**src/rtl/xcvr_ctl_pkg.sv**
```systemverilog
package xcvr_ctl_pkg;
  localparam int ADDR_W = 9;

  localparam logic [ADDR_W-1:0] A_MASK     = 9'h041;
  localparam logic [ADDR_W-1:0] A_RST_CMD  = 9'h042;
  localparam logic [ADDR_W-1:0] A_RST_HOLD = 9'h044;
  localparam logic [ADDR_W-1:0] A_LOOP     = 9'h061;
  localparam logic [ADDR_W-1:0] A_LTD      = 9'h064;
  localparam logic [ADDR_W-1:0] A_LTR      = 9'h065;
  localparam logic [ADDR_W-1:0] A_LTD_ST   = 9'h066;
  localparam logic [ADDR_W-1:0] A_LTR_ST   = 9'h067;
  localparam logic [ADDR_W-1:0] A_CH_SEL   = 9'h080;
  localparam logic [ADDR_W-1:0] A_CNT_CLR  = 9'h081;
  localparam logic [ADDR_W-1:0] A_PCS_ST   = 9'h082;
  localparam logic [ADDR_W-1:0] A_PCS_CNT  = 9'h083;

  // bit positions inside the hold word
  localparam int HB_TXD = 1;
  localparam int HB_RXA = 2;
  localparam int HB_RXD = 3;

  // bit positions inside the counter-clear word
  localparam int CB_ERR = 2;
  localparam int CB_BER = 3;
endpackage

```
**src/rtl/xcvr_ctl_bus.sv**
```systemverilog
module xcvr_ctl_bus (
  input  logic clk,
  input  logic rst_n,
  input  logic rd_i,
  input  logic wr_i,
  output logic wait_o,
  output logic rd_go_o,
  output logic wr_go_o
);
  logic ack_q;
  logic ack_d;
  logic acc;

  assign acc     = rd_i | wr_i;
  assign wait_o  = acc & ~ack_q;
  assign rd_go_o = rd_i & ~ack_q;
  assign wr_go_o = wr_i & ~ack_q;

  always_comb begin
    ack_d = acc & ~ack_q;
  end

  always_ff @(posedge clk or negedge rst_n) begin
    if (!rst_n) ack_q <= 1'b0;
    else        ack_q <= ack_d;
  end

  AST_WAIT_ONE_CYCLE: assert property (@(posedge clk) disable iff (!rst_n)
    (acc && wait_o) |=> !wait_o) else $error("wait held too long");
endmodule

```
**src/rtl/xcvr_ctl_rstgen.sv**
```systemverilog
module xcvr_ctl_rstgen #(
  parameter int NUM_CH    = 4,
  parameter int PULSE_CYC = 4,
  parameter bit HAS_PULSE = 1'b1
) (
  input  logic              clk,
  input  logic              rst_n,
  input  logic              cmd_i,
  input  logic              hold_i,
  input  logic [NUM_CH-1:0] mask_i,
  output logic [NUM_CH-1:0] rst_o
);
  localparam int CW = $clog2(PULSE_CYC + 1);

  logic stretch;

  generate
    if (HAS_PULSE) begin : g_pulse
      logic [CW-1:0] cnt_q;
      logic [CW-1:0] cnt_d;

      always_comb begin
        if (cmd_i)             cnt_d = CW'(PULSE_CYC);
        else if (cnt_q != '0)  cnt_d = cnt_q - 1'b1;
        else                   cnt_d = cnt_q;
      end

      always_ff @(posedge clk or negedge rst_n) begin
        if (!rst_n) cnt_q <= '0;
        else        cnt_q <= cnt_d;
      end

      assign stretch = (cnt_q != '0);

      AST_CMD_STRETCH: assert property (@(posedge clk) disable iff (!rst_n)
        cmd_i |=> stretch) else $error("command not stretched");
    end else begin : g_hold_only
      assign stretch = 1'b0;
    end
  endgenerate

  assign rst_o = {NUM_CH{stretch | hold_i}} & mask_i;
endmodule

```
**src/rtl/xcvr_ctl_pcs_ch.sv**
```systemverilog
module xcvr_ctl_pcs_ch #(
  parameter int BER_W = 6,
  parameter int ERR_W = 8
) (
  input  logic             clk,
  input  logic             rst_n,
  input  logic             ber_inc_i,
  input  logic             err_inc_i,
  input  logic             ber_clr_i,
  input  logic             err_clr_i,
  input  logic             hi_ber_i,
  input  logic             blk_lock_i,
  input  logic             reload_i,
  output logic [BER_W-1:0] ber_cnt_o,
  output logic [ERR_W-1:0] err_cnt_o,
  output logic             lat_hiber_o,
  output logic             lat_lock_o
);
  logic [BER_W-1:0] ber_q, ber_d;
  logic [ERR_W-1:0] err_q, err_d;
  logic             hib_q, hib_d;
  logic             lck_q, lck_d;

  always_comb begin
    if (ber_clr_i)                      ber_d = '0;
    else if (ber_inc_i && ber_q != '1)  ber_d = ber_q + 1'b1;
    else                                ber_d = ber_q;

    if (err_clr_i)                      err_d = '0;
    else if (err_inc_i && err_q != '1)  err_d = err_q + 1'b1;
    else                                err_d = err_q;

    hib_d = reload_i ? hi_ber_i   : (hib_q | hi_ber_i);
    lck_d = reload_i ? blk_lock_i : (lck_q & blk_lock_i);
  end

  always_ff @(posedge clk or negedge rst_n) begin
    if (!rst_n) begin
      ber_q <= '0;
      err_q <= '0;
      hib_q <= 1'b0;
      lck_q <= 1'b0;
    end else begin
      ber_q <= ber_d;
      err_q <= err_d;
      hib_q <= hib_d;
      lck_q <= lck_d;
    end
  end

  assign ber_cnt_o   = ber_q;
  assign err_cnt_o   = err_q;
  assign lat_hiber_o = hib_q;
  assign lat_lock_o  = lck_q;

  AST_ERR_SATURATE: assert property (@(posedge clk) disable iff (!rst_n)
    (err_q == '1 && !err_clr_i) |=> err_q == '1) else $error("err wrapped");
  AST_BER_SATURATE: assert property (@(posedge clk) disable iff (!rst_n)
    (ber_q == '1 && !ber_clr_i) |=> ber_q == '1) else $error("ber wrapped");
  AST_CLEAR_WINS: assert property (@(posedge clk) disable iff (!rst_n)
    (err_clr_i && err_inc_i) |=> err_q == '0) else $error("clear lost");
  AST_HIBER_STICKY: assert property (@(posedge clk) disable iff (!rst_n)
    hi_ber_i |=> hib_q) else $error("hi-ber not latched");
  AST_LOCK_LOSS_STICKY: assert property (@(posedge clk) disable iff (!rst_n)
    !blk_lock_i |=> !lck_q) else $error("lock loss not latched");
endmodule

```
**src/rtl/xcvr_ctl_regs.sv**
```systemverilog
module xcvr_ctl_regs
  import xcvr_ctl_pkg::*;
#(
  parameter int NUM_CH    = 4,
  parameter int DATA_W    = 32,
  parameter int PULSE_CYC = 4,
  parameter int BER_W     = 6,
  parameter int ERR_W     = 8
) (
  input  logic              clk,
  input  logic              rst_n,
  input  logic [8:0]        cfg_addr,
  input  logic [31:0]       cfg_wdata,
  input  logic              cfg_wr,
  input  logic              cfg_rd,
  output logic [31:0]       cfg_rdata,
  output logic              cfg_wait,
  input  logic              tx_ready_i,
  input  logic              rx_ready_i,
  input  logic [NUM_CH-1:0] lock_data_i,
  input  logic [NUM_CH-1:0] lock_ref_i,
  input  logic [NUM_CH-1:0] link_up_i,
  input  logic [NUM_CH-1:0] hi_ber_i,
  input  logic [NUM_CH-1:0] blk_lock_i,
  input  logic [NUM_CH-1:0] txf_full_i,
  input  logic [NUM_CH-1:0] rxf_full_i,
  input  logic [NUM_CH-1:0] sync_err_i,
  input  logic [NUM_CH-1:0] scr_err_i,
  input  logic [NUM_CH-1:0] rx_dready_i,
  input  logic [NUM_CH-1:0] ber_inc_i,
  input  logic [NUM_CH-1:0] err_inc_i,
  output logic [NUM_CH-1:0] loopback_o,
  output logic [NUM_CH-1:0] set_ltd_o,
  output logic [NUM_CH-1:0] set_ltr_o,
  output logic [NUM_CH-1:0] tx_dig_rst_o,
  output logic [NUM_CH-1:0] rx_ana_rst_o,
  output logic [NUM_CH-1:0] rx_dig_rst_o
);
  localparam int SEL_W  = (NUM_CH > 1) ? $clog2(NUM_CH) : 1;
  localparam int LAT_HB = BER_W + ERR_W;
  localparam int LAT_LK = BER_W + ERR_W + 1;

  logic rd_go, wr_go;

  xcvr_ctl_bus u_bus (
    .clk     (clk),
    .rst_n   (rst_n),
    .rd_i    (cfg_rd),
    .wr_i    (cfg_wr),
    .wait_o  (cfg_wait),
    .rd_go_o (rd_go),
    .wr_go_o (wr_go)
  );

  // ---------------- writable state ----------------
  logic [NUM_CH-1:0] mask_q, mask_d;
  logic [NUM_CH-1:0] loop_q, loop_d;
  logic [NUM_CH-1:0] ltd_q, ltd_d;
  logic [NUM_CH-1:0] ltr_q, ltr_d;
  logic [2:0]        hold_q, hold_d;
  logic [SEL_W-1:0]  sel_q, sel_d;
  logic [31:0]       rdata_q, rdata_d;
  logic [31:0]       rd_word;

  logic wr_mask, wr_cmd, wr_hold, wr_loop, wr_ltd, wr_ltr, wr_sel, wr_clr;
  logic tx_cmd, rx_cmd;
  logic sel_ok;

  assign wr_mask = wr_go && (cfg_addr == A_MASK);
  assign wr_cmd  = wr_go && (cfg_addr == A_RST_CMD);
  assign wr_hold = wr_go && (cfg_addr == A_RST_HOLD);
  assign wr_loop = wr_go && (cfg_addr == A_LOOP);
  assign wr_ltd  = wr_go && (cfg_addr == A_LTD);
  assign wr_ltr  = wr_go && (cfg_addr == A_LTR);
  assign wr_sel  = wr_go && (cfg_addr == A_CH_SEL);
  assign wr_clr  = wr_go && (cfg_addr == A_CNT_CLR);

  assign tx_cmd = wr_cmd && cfg_wdata[0];
  assign rx_cmd = wr_cmd && cfg_wdata[1];
  assign sel_ok = (int'(sel_q) < NUM_CH);

  always_comb begin
    mask_d  = wr_mask ? cfg_wdata[NUM_CH-1:0] : mask_q;
    loop_d  = wr_loop ? cfg_wdata[NUM_CH-1:0] : loop_q;
    ltd_d   = wr_ltd  ? cfg_wdata[NUM_CH-1:0] : ltd_q;
    ltr_d   = wr_ltr  ? cfg_wdata[NUM_CH-1:0] : ltr_q;
    hold_d  = wr_hold ? {cfg_wdata[HB_RXD], cfg_wdata[HB_RXA], cfg_wdata[HB_TXD]} : hold_q;
    sel_d   = wr_sel  ? cfg_wdata[SEL_W-1:0] : sel_q;
    rdata_d = rd_go   ? rd_word : rdata_q;
  end

  always_ff @(posedge clk or negedge rst_n) begin
    if (!rst_n) begin
      mask_q  <= '1;
      loop_q  <= '0;
      ltd_q   <= '0;
      ltr_q   <= '0;
      hold_q  <= '0;
      sel_q   <= '0;
      rdata_q <= '0;
    end else begin
      mask_q  <= mask_d;
      loop_q  <= loop_d;
      ltd_q   <= ltd_d;
      ltr_q   <= ltr_d;
      hold_q  <= hold_d;
      sel_q   <= sel_d;
      rdata_q <= rdata_d;
    end
  end

  assign loopback_o = loop_q;
  assign set_ltd_o  = ltd_q;
  assign set_ltr_o  = ltr_q;
  assign cfg_rdata  = rdata_q;

  // ---------------- reset outputs ----------------
  xcvr_ctl_rstgen #(.NUM_CH(NUM_CH), .PULSE_CYC(PULSE_CYC), .HAS_PULSE(1'b1)) u_txd (
    .clk(clk), .rst_n(rst_n), .cmd_i(tx_cmd), .hold_i(hold_q[0]),
    .mask_i(mask_q), .rst_o(tx_dig_rst_o));

  xcvr_ctl_rstgen #(.NUM_CH(NUM_CH), .PULSE_CYC(PULSE_CYC), .HAS_PULSE(1'b0)) u_rxa (
    .clk(clk), .rst_n(rst_n), .cmd_i(1'b0), .hold_i(hold_q[1]),
    .mask_i(mask_q), .rst_o(rx_ana_rst_o));

  xcvr_ctl_rstgen #(.NUM_CH(NUM_CH), .PULSE_CYC(PULSE_CYC), .HAS_PULSE(1'b1)) u_rxd (
    .clk(clk), .rst_n(rst_n), .cmd_i(rx_cmd), .hold_i(hold_q[2]),
    .mask_i(mask_q), .rst_o(rx_dig_rst_o));

  // ---------------- per-channel PCS counters ----------------
  logic [NUM_CH-1:0][BER_W-1:0] ber_cnt;
  logic [NUM_CH-1:0][ERR_W-1:0] err_cnt;
  logic [NUM_CH-1:0]            lat_hib;
  logic [NUM_CH-1:0]            lat_lck;
  logic                         rd_cnt;

  assign rd_cnt = rd_go && (cfg_addr == A_PCS_CNT);

  generate
    for (genvar ch = 0; ch < NUM_CH; ch++) begin : g_ch
      logic hit;
      assign hit = (int'(sel_q) == ch);
      xcvr_ctl_pcs_ch #(.BER_W(BER_W), .ERR_W(ERR_W)) u_pcs (
        .clk         (clk),
        .rst_n       (rst_n),
        .ber_inc_i   (ber_inc_i[ch]),
        .err_inc_i   (err_inc_i[ch]),
        .ber_clr_i   (wr_clr && hit && cfg_wdata[CB_BER]),
        .err_clr_i   (wr_clr && hit && cfg_wdata[CB_ERR]),
        .hi_ber_i    (hi_ber_i[ch]),
        .blk_lock_i  (blk_lock_i[ch]),
        .reload_i    (rd_cnt && hit),
        .ber_cnt_o   (ber_cnt[ch]),
        .err_cnt_o   (err_cnt[ch]),
        .lat_hiber_o (lat_hib[ch]),
        .lat_lock_o  (lat_lck[ch])
      );
    end
  endgenerate

  // ---------------- read mux ----------------
  always_comb begin
    rd_word = '0;
    unique case (cfg_addr)
      A_MASK:     rd_word[NUM_CH-1:0] = mask_q;
      A_RST_CMD:  rd_word[1:0] = {rx_ready_i, tx_ready_i};
      A_RST_HOLD: rd_word[3:1] = hold_q;
      A_LOOP:     rd_word[NUM_CH-1:0] = loop_q;
      A_LTD:      rd_word[NUM_CH-1:0] = ltd_q;
      A_LTR:      rd_word[NUM_CH-1:0] = ltr_q;
      A_LTD_ST:   rd_word[NUM_CH-1:0] = lock_data_i;
      A_LTR_ST:   rd_word[NUM_CH-1:0] = lock_ref_i;
      A_PCS_ST: if (sel_ok) begin
        rd_word[7:0] = {rx_dready_i[sel_q], scr_err_i[sel_q], sync_err_i[sel_q],
                        rxf_full_i[sel_q], txf_full_i[sel_q], blk_lock_i[sel_q],
                        hi_ber_i[sel_q], link_up_i[sel_q]};
      end
      A_PCS_CNT: if (sel_ok) begin
        rd_word[BER_W-1:0]           = ber_cnt[sel_q];
        rd_word[BER_W+ERR_W-1:BER_W] = err_cnt[sel_q];
        rd_word[LAT_HB]              = lat_hib[sel_q];
        rd_word[LAT_LK]              = lat_lck[sel_q];
      end
      default:    rd_word = '0;
    endcase
  end

  AST_CMD_SELF_CLEAR: assert property (@(posedge clk) disable iff (!rst_n)
    (tx_cmd || rx_cmd) |=> !(tx_cmd || rx_cmd)) else $error("command stuck");
  AST_UNMAPPED_ZERO: assert property (@(posedge clk) disable iff (!rst_n)
    (rd_go && (cfg_addr < A_MASK)) |=> (cfg_rdata == '0)) else $error("unmapped data");
  AST_HOLD_RESERVED: assert property (@(posedge clk) disable iff (!rst_n)
    (rd_go && cfg_addr == A_RST_HOLD) |=> (cfg_rdata[31:4] == '0 && !cfg_rdata[0]))
    else $error("reserved bit set");
endmodule

```
**config.mk**
```make
export PLATFORM = sky130hd
export DESIGN_NAME = xcvr_ctl_regs
export DESIGN_NICKNAME = d
export VERILOG_FILES = /design/src/rtl/xcvr_ctl_pkg.sv /design/src/rtl/xcvr_ctl_bus.sv /design/src/rtl/xcvr_ctl_rstgen.sv /design/src/rtl/xcvr_ctl_pcs_ch.sv /design/src/rtl/xcvr_ctl_regs.sv
export SDC_FILE = /design/constraint.sdc
export NUM_CORES = 1
export LEC_CHECK = 0
export BUFFER_PORTS_ARGS = -buffer_cell sky130_fd_sc_hd__buf_2
export CELL_PAD_IN_SITES_DETAIL_PLACEMENT = 1
export CELL_PAD_IN_SITES_GLOBAL_PLACEMENT = 2
export CORE_MARGIN = 4
export CORE_UTILIZATION = 36
export CTS_BUF_LIST = sky130_fd_sc_hd__clkbuf_16
export DETAILED_ROUTE_END_ITERATION = 8
export GPL_TIMING_DRIVEN = 0
export PLACE_DENSITY_LB_ADDON = 0.1
export SLEW_MARGIN = 20
export SYNTH_ARGS = -nofsm -noshare
export SYNTH_HDL_FRONTEND = slang
export SYNTH_SLANG_ARGS = --single-unit
```
**constraint.sdc**
```tcl
create_clock -name clk -period 3.3 [get_ports clk]
set_input_delay 0.33 -clock clk [delete_from_list [all_inputs] [get_ports clk]]
set_output_delay 0.33 -clock clk [all_outputs]
set_load 0.005 [all_outputs]
```
==> results.txt <==
The number of H-tree levels is 3. The initial antenna violation count was 0. The first TritonRoute pass finished after 4 iterations. Setup repair after global routing left no endpoint under its margin. The worst IR drop on VDD came out at 0.000256 V.

The number of cells produced by synthesis came out at between 500 and 600. The floorplan die height came out at 139 microns. The sequential area share after synthesis is 43.8%. The proportion of synthesized flip-flops having asynchronous set or reset is 100%. The most frequently used flop master after synthesis is dfrtp_1. Of the total synthesized cell area, the portion taken by full adders, half adders and majority gates is 2.43%. The post-synthesis average cell area came out at 10.7 sq um. The final hold violation count was 0. The buffer and inverter count on the worst path came out at 1. The total chip power is around 4.6 mW. The post-detailed-route DRC marker count came out at 0. The number of violations reported at the end of detailed-routing iteration 0 came out at 282. The via count of the first global-routing pass came to 5,257.

The required time of the critical path came out at 3.52 ns. The wire length of the first global-routing pass came out at 29,800 microns. The kind of capture point of the worst setup path is a flip-flop.

Detailed placement finished with a half-perimeter wire length of ~14,000 microns. The ratio of routed vias to standard cells came out at around 5.2. The global-route usage over all layers is 19.5%.

The start-to-end type of the worst setup path is flip-flop to flip-flop. The arrival time of the worst setup path is 2.51 ns. The worst setup path is launched from a flip-flop. The kind of cell with the highest combined delay along the critical path is compound AO/OA/AOI/OAI gates. The cell chosen for the clock root is clkbuf_16. Summed over all failing endpoints, the final setup total negative slack is 0 ns. The total of warnings raised by yosys is 0. The largest net degree at the start of global routing came out at 57. The minimum clock period is 2.29 ns. The count of buffers added on input and output ports is 105. The synthesized netlist contains between 50 and 60 unique library cells. The worst clock skew is 0.0106 ns. The effective utilization at floorplan came out at 37.0%. For this run, the post-layout net count is roughly 820. Synthesis inferred around 110 register bits. Leaving out fill and tap cells, the most frequent cell in the layout is buf_2. For this design, the slowest cell found on the critical path is a2111oi_0. Max-cap violations in this run came to 0. Along the worst path, the maximum fanout reaches 10.

The clock latency on the worst-skew pair is 0.36 ns. The number of antenna diodes is 0. After detailed routing, the average wire length per cell comes to about 20 microns.

The post-cts repair resize count is 0. Summing the areas of all xor and xnor instances in the mapped netlist gives 6.80% of the synthesized area. The clock buffer count from CTS came out at 9. The floorplan step defined a die boundary enclosing 19,300 sq um. The timing-limited maximum frequency came out at 437 MHz. The area fraction in compound gates after synthesis came out at under 10%.

The register area came out at roughly 2700 sq um. The horizontal extent of the die is between 100 and 150 microns. The total number of vias is between 4,000 and 5,000.

In the final layout, the share of cells above drive strength 1 is 29.7%. The sink count of the clock tree is 108. The number of flops mapped to enable cells by yosys is 0. The clock transition at the registers of the reported paths is 0.08 ns.

Wires add up to 18,200 microns. The number of pins with negative max-slew slack in the final report is 0. Setup violations remaining at the end of the flow were counted as 0.

Measured against the total synthesized area, the mux share comes to 16.3%. The simple-gate share of the synthesized area is around a fifth. The run finished with clean final reports. The critical path goes through clkbuf_1 > mux4_2 > nand2_1 > a21oi_1 > a2111oi_0 > nor2_1. Compared with the post-synthesis result, the final layout area differs by 19.4%.

The multi-input logic area is 3260 sq um. By area, the combinational part of the netlist is dominated by simple AND/OR/NAND/NOR gates. The site row count is 47.

The placer congestion estimate came out at 0.833. The top-level port count came out at around 150. The area of the placeable core came out at 16,700 sq um. The cell area power density is 617 nW/um^2. The maximum single-stage delay on the critical path came out at just under 0.6 ns. The final antenna-violating net count is 0.

The number of fillers in the final layout came out at 1,942. The remaining global-route overflow is 0. The min-delay analysis places its worst path in the category input port to flip-flop. Leaving out fill and tap cells, the most frequent cells in the layout are 110 x buf_2, 104 x dfrtp_1, 86 x nor2_1. The leakage power is 3.37 nW.

The synthesized netlist occupies a cell area of 6180 sq um. The CTS tree is built. Of the available clock period, the critical path in the final layout requires between 60% and 70%. The maximum clock path buffer count came out at 2.

The worst-margin pin slew is 0.770 ns. The worst-case headroom to the max-slew limit is 48.2%.
## final cells by class
type	count	area share (%)
multi-input cells	437	44.2
flip-flops and latches	108	36.7
repair buffers	107	7.71
well taps	220	3.73
clock buffers	9	3.05
plain buffers	35	3.00
clock inverters	7	1.02
inverters	13	0.661
## registers in the layout (all words and copies together) (netlist names), 2 cells and up
name and cells:
u_rxd.g_pulse.cnt_q 3, set_ltr_o 4, sel_q 2, g_ch.u_pcs.lat_hiber_o 4
hold_q 3, g_ch.u_pcs.lat_lock_o 4, set_ltd_o 4, u_txd.g_pulse.cnt_q 3
cfg_rdata 16, g_ch.u_pcs.err_cnt_o 32, mask_q 4, loopback_o 4
g_ch.u_pcs.ber_cnt_o 24
## cells in the mapped netlist (all sizes together), types with 3 or more instances
| cell | instances | area share [%] |
|---|---|---|
| and4 | 3 | 0.43 |
| nand3 | 25 | 2.0 |
| mux2i | 9 | 1.5 |
| and2 | 4 | 0.40 |
| or4 | 3 | 0.36 |
| nand2b | 9 | 0.91 |
| buf | 27 | 3.1 |
| nor3 | 11 | 1.3 |
| nor4b | 3 | 0.77 |
| a22o | 3 | 0.43 |
| mux4 | 28 | 10 |
| nor2 | 89 | 5.8 |
| xnor2 | 24 | 3.4 |
| a21oi | 7 | 0.57 |
| o211ai | 3 | 0.36 |
| a22oi | 5 | 0.61 |
| and3 | 12 | 1.2 |
| nor2b | 10 | 1.0 |
| nand4 | 14 | 1.4 |
| dfstp | 4 | 1.7 |
| ha | 12 | 2.4 |
| dfrtp | 104 | 42 |
| nand2 | 55 | 3.5 |
| xor2 | 24 | 3.4 |
| o21a | 5 | 0.61 |
| mux2 | 24 | 4.6 |
| inv | 13 | 0.79 |
| o21ai | 9 | 0.73 |
| a21boi | 4 | 0.49 |
| clkbuf | 8 | 0.49 |
| or3 | 4 | 0.40 |
| a21o | 4 | 0.49 |
## power breakdown
part,leakage [nW],internal (mW),switching (mW)
logic,1.87,0.645,0.610
clock network,0.140,0.594,0.538
registers,1.36,1.69,0.483
total,3.37,2.93,1.63
## stage by stage
| step | hold slack (ns) | setup WS, ns | instance area (sq um) | utilization [%] | cells |
|---|---|---|---|---|---|
| finish | 0.186 | 1.01 | 7380 | 44.2 | 936 |
| detailed placement | 0.332 | 0.901 | 7070 | 42.3 | 919 |
| global placement | 0.457 | 0.501 | 7040 | 42.1 | 918 |
| floorplan | 0.0344 | 1.46 | 6240 | - | 593 |
| CTS | 0.173 | 0.968 | 7380 | 44.2 | 936 |
| global route | 0.175 | 0.811 | 7380 | 44.2 | 936 |
## path summary, 6_finish.rpt
path	start	cells after the start	end	slack (ns)
worst max-delay path	sel_q[1]$_DFFE_PN0P_	6	cfg_rdata[2]$_DFFE_PN0P_	1.01
worst min-delay path	hi_ber_i[3]	2	g_ch[3].u_pcs.lat_hiber_o$_DFF_PN0_	0.19
max in group asynchronous	rst_n	3	mask_q[3]$_DFFE_PN1P_	2.09
worst max register to register	sel_q[1]$_DFFE_PN0P_	6	cfg_rdata[2]$_DFFE_PN0P_	1.01
worst min register to register	cfg_rdata[11]$_DFFE_PN0P_	2	cfg_rdata[11]$_DFFE_PN0P_	0.48
min in group asynchronous	rst_n	2	cfg_rdata[10]$_DFFE_PN0P_	0.50
## kinds of logic (layout without fill, tap and decap cells)
family                     count (synthesis)  after routing
buffers and inverters                     48            171
DFF                                      108            108
other                                      1             16
muxes                                     61             61
xor gates and xnor gates                  48             48
and+or+nand+nor                          248            248
AOI/OAI and AO/OA                         52             52
adders and majority gates                 12             12
## routing by layer
metal  routed length, microns  up-vias  track usage [%]  share of wire [%]
li1                         -     2283                -                  -
met1                     8350     2489             26.7                 46
met2                     8770      122             31.9                 48
met3                      906       19             4.55                5.0
met4                      197        0             3.96                1.1
met5                        0        -                0                  0
## what timing repair did
action / in CTS / in global routing
endpoints found under the setup margin: 0 / 0
hold endpoints to repair: 52 / 0
hold buffers: 1 / 0
setup buffers: 0 / 0
Note: power is estimated with default switching activity, not from simulation.
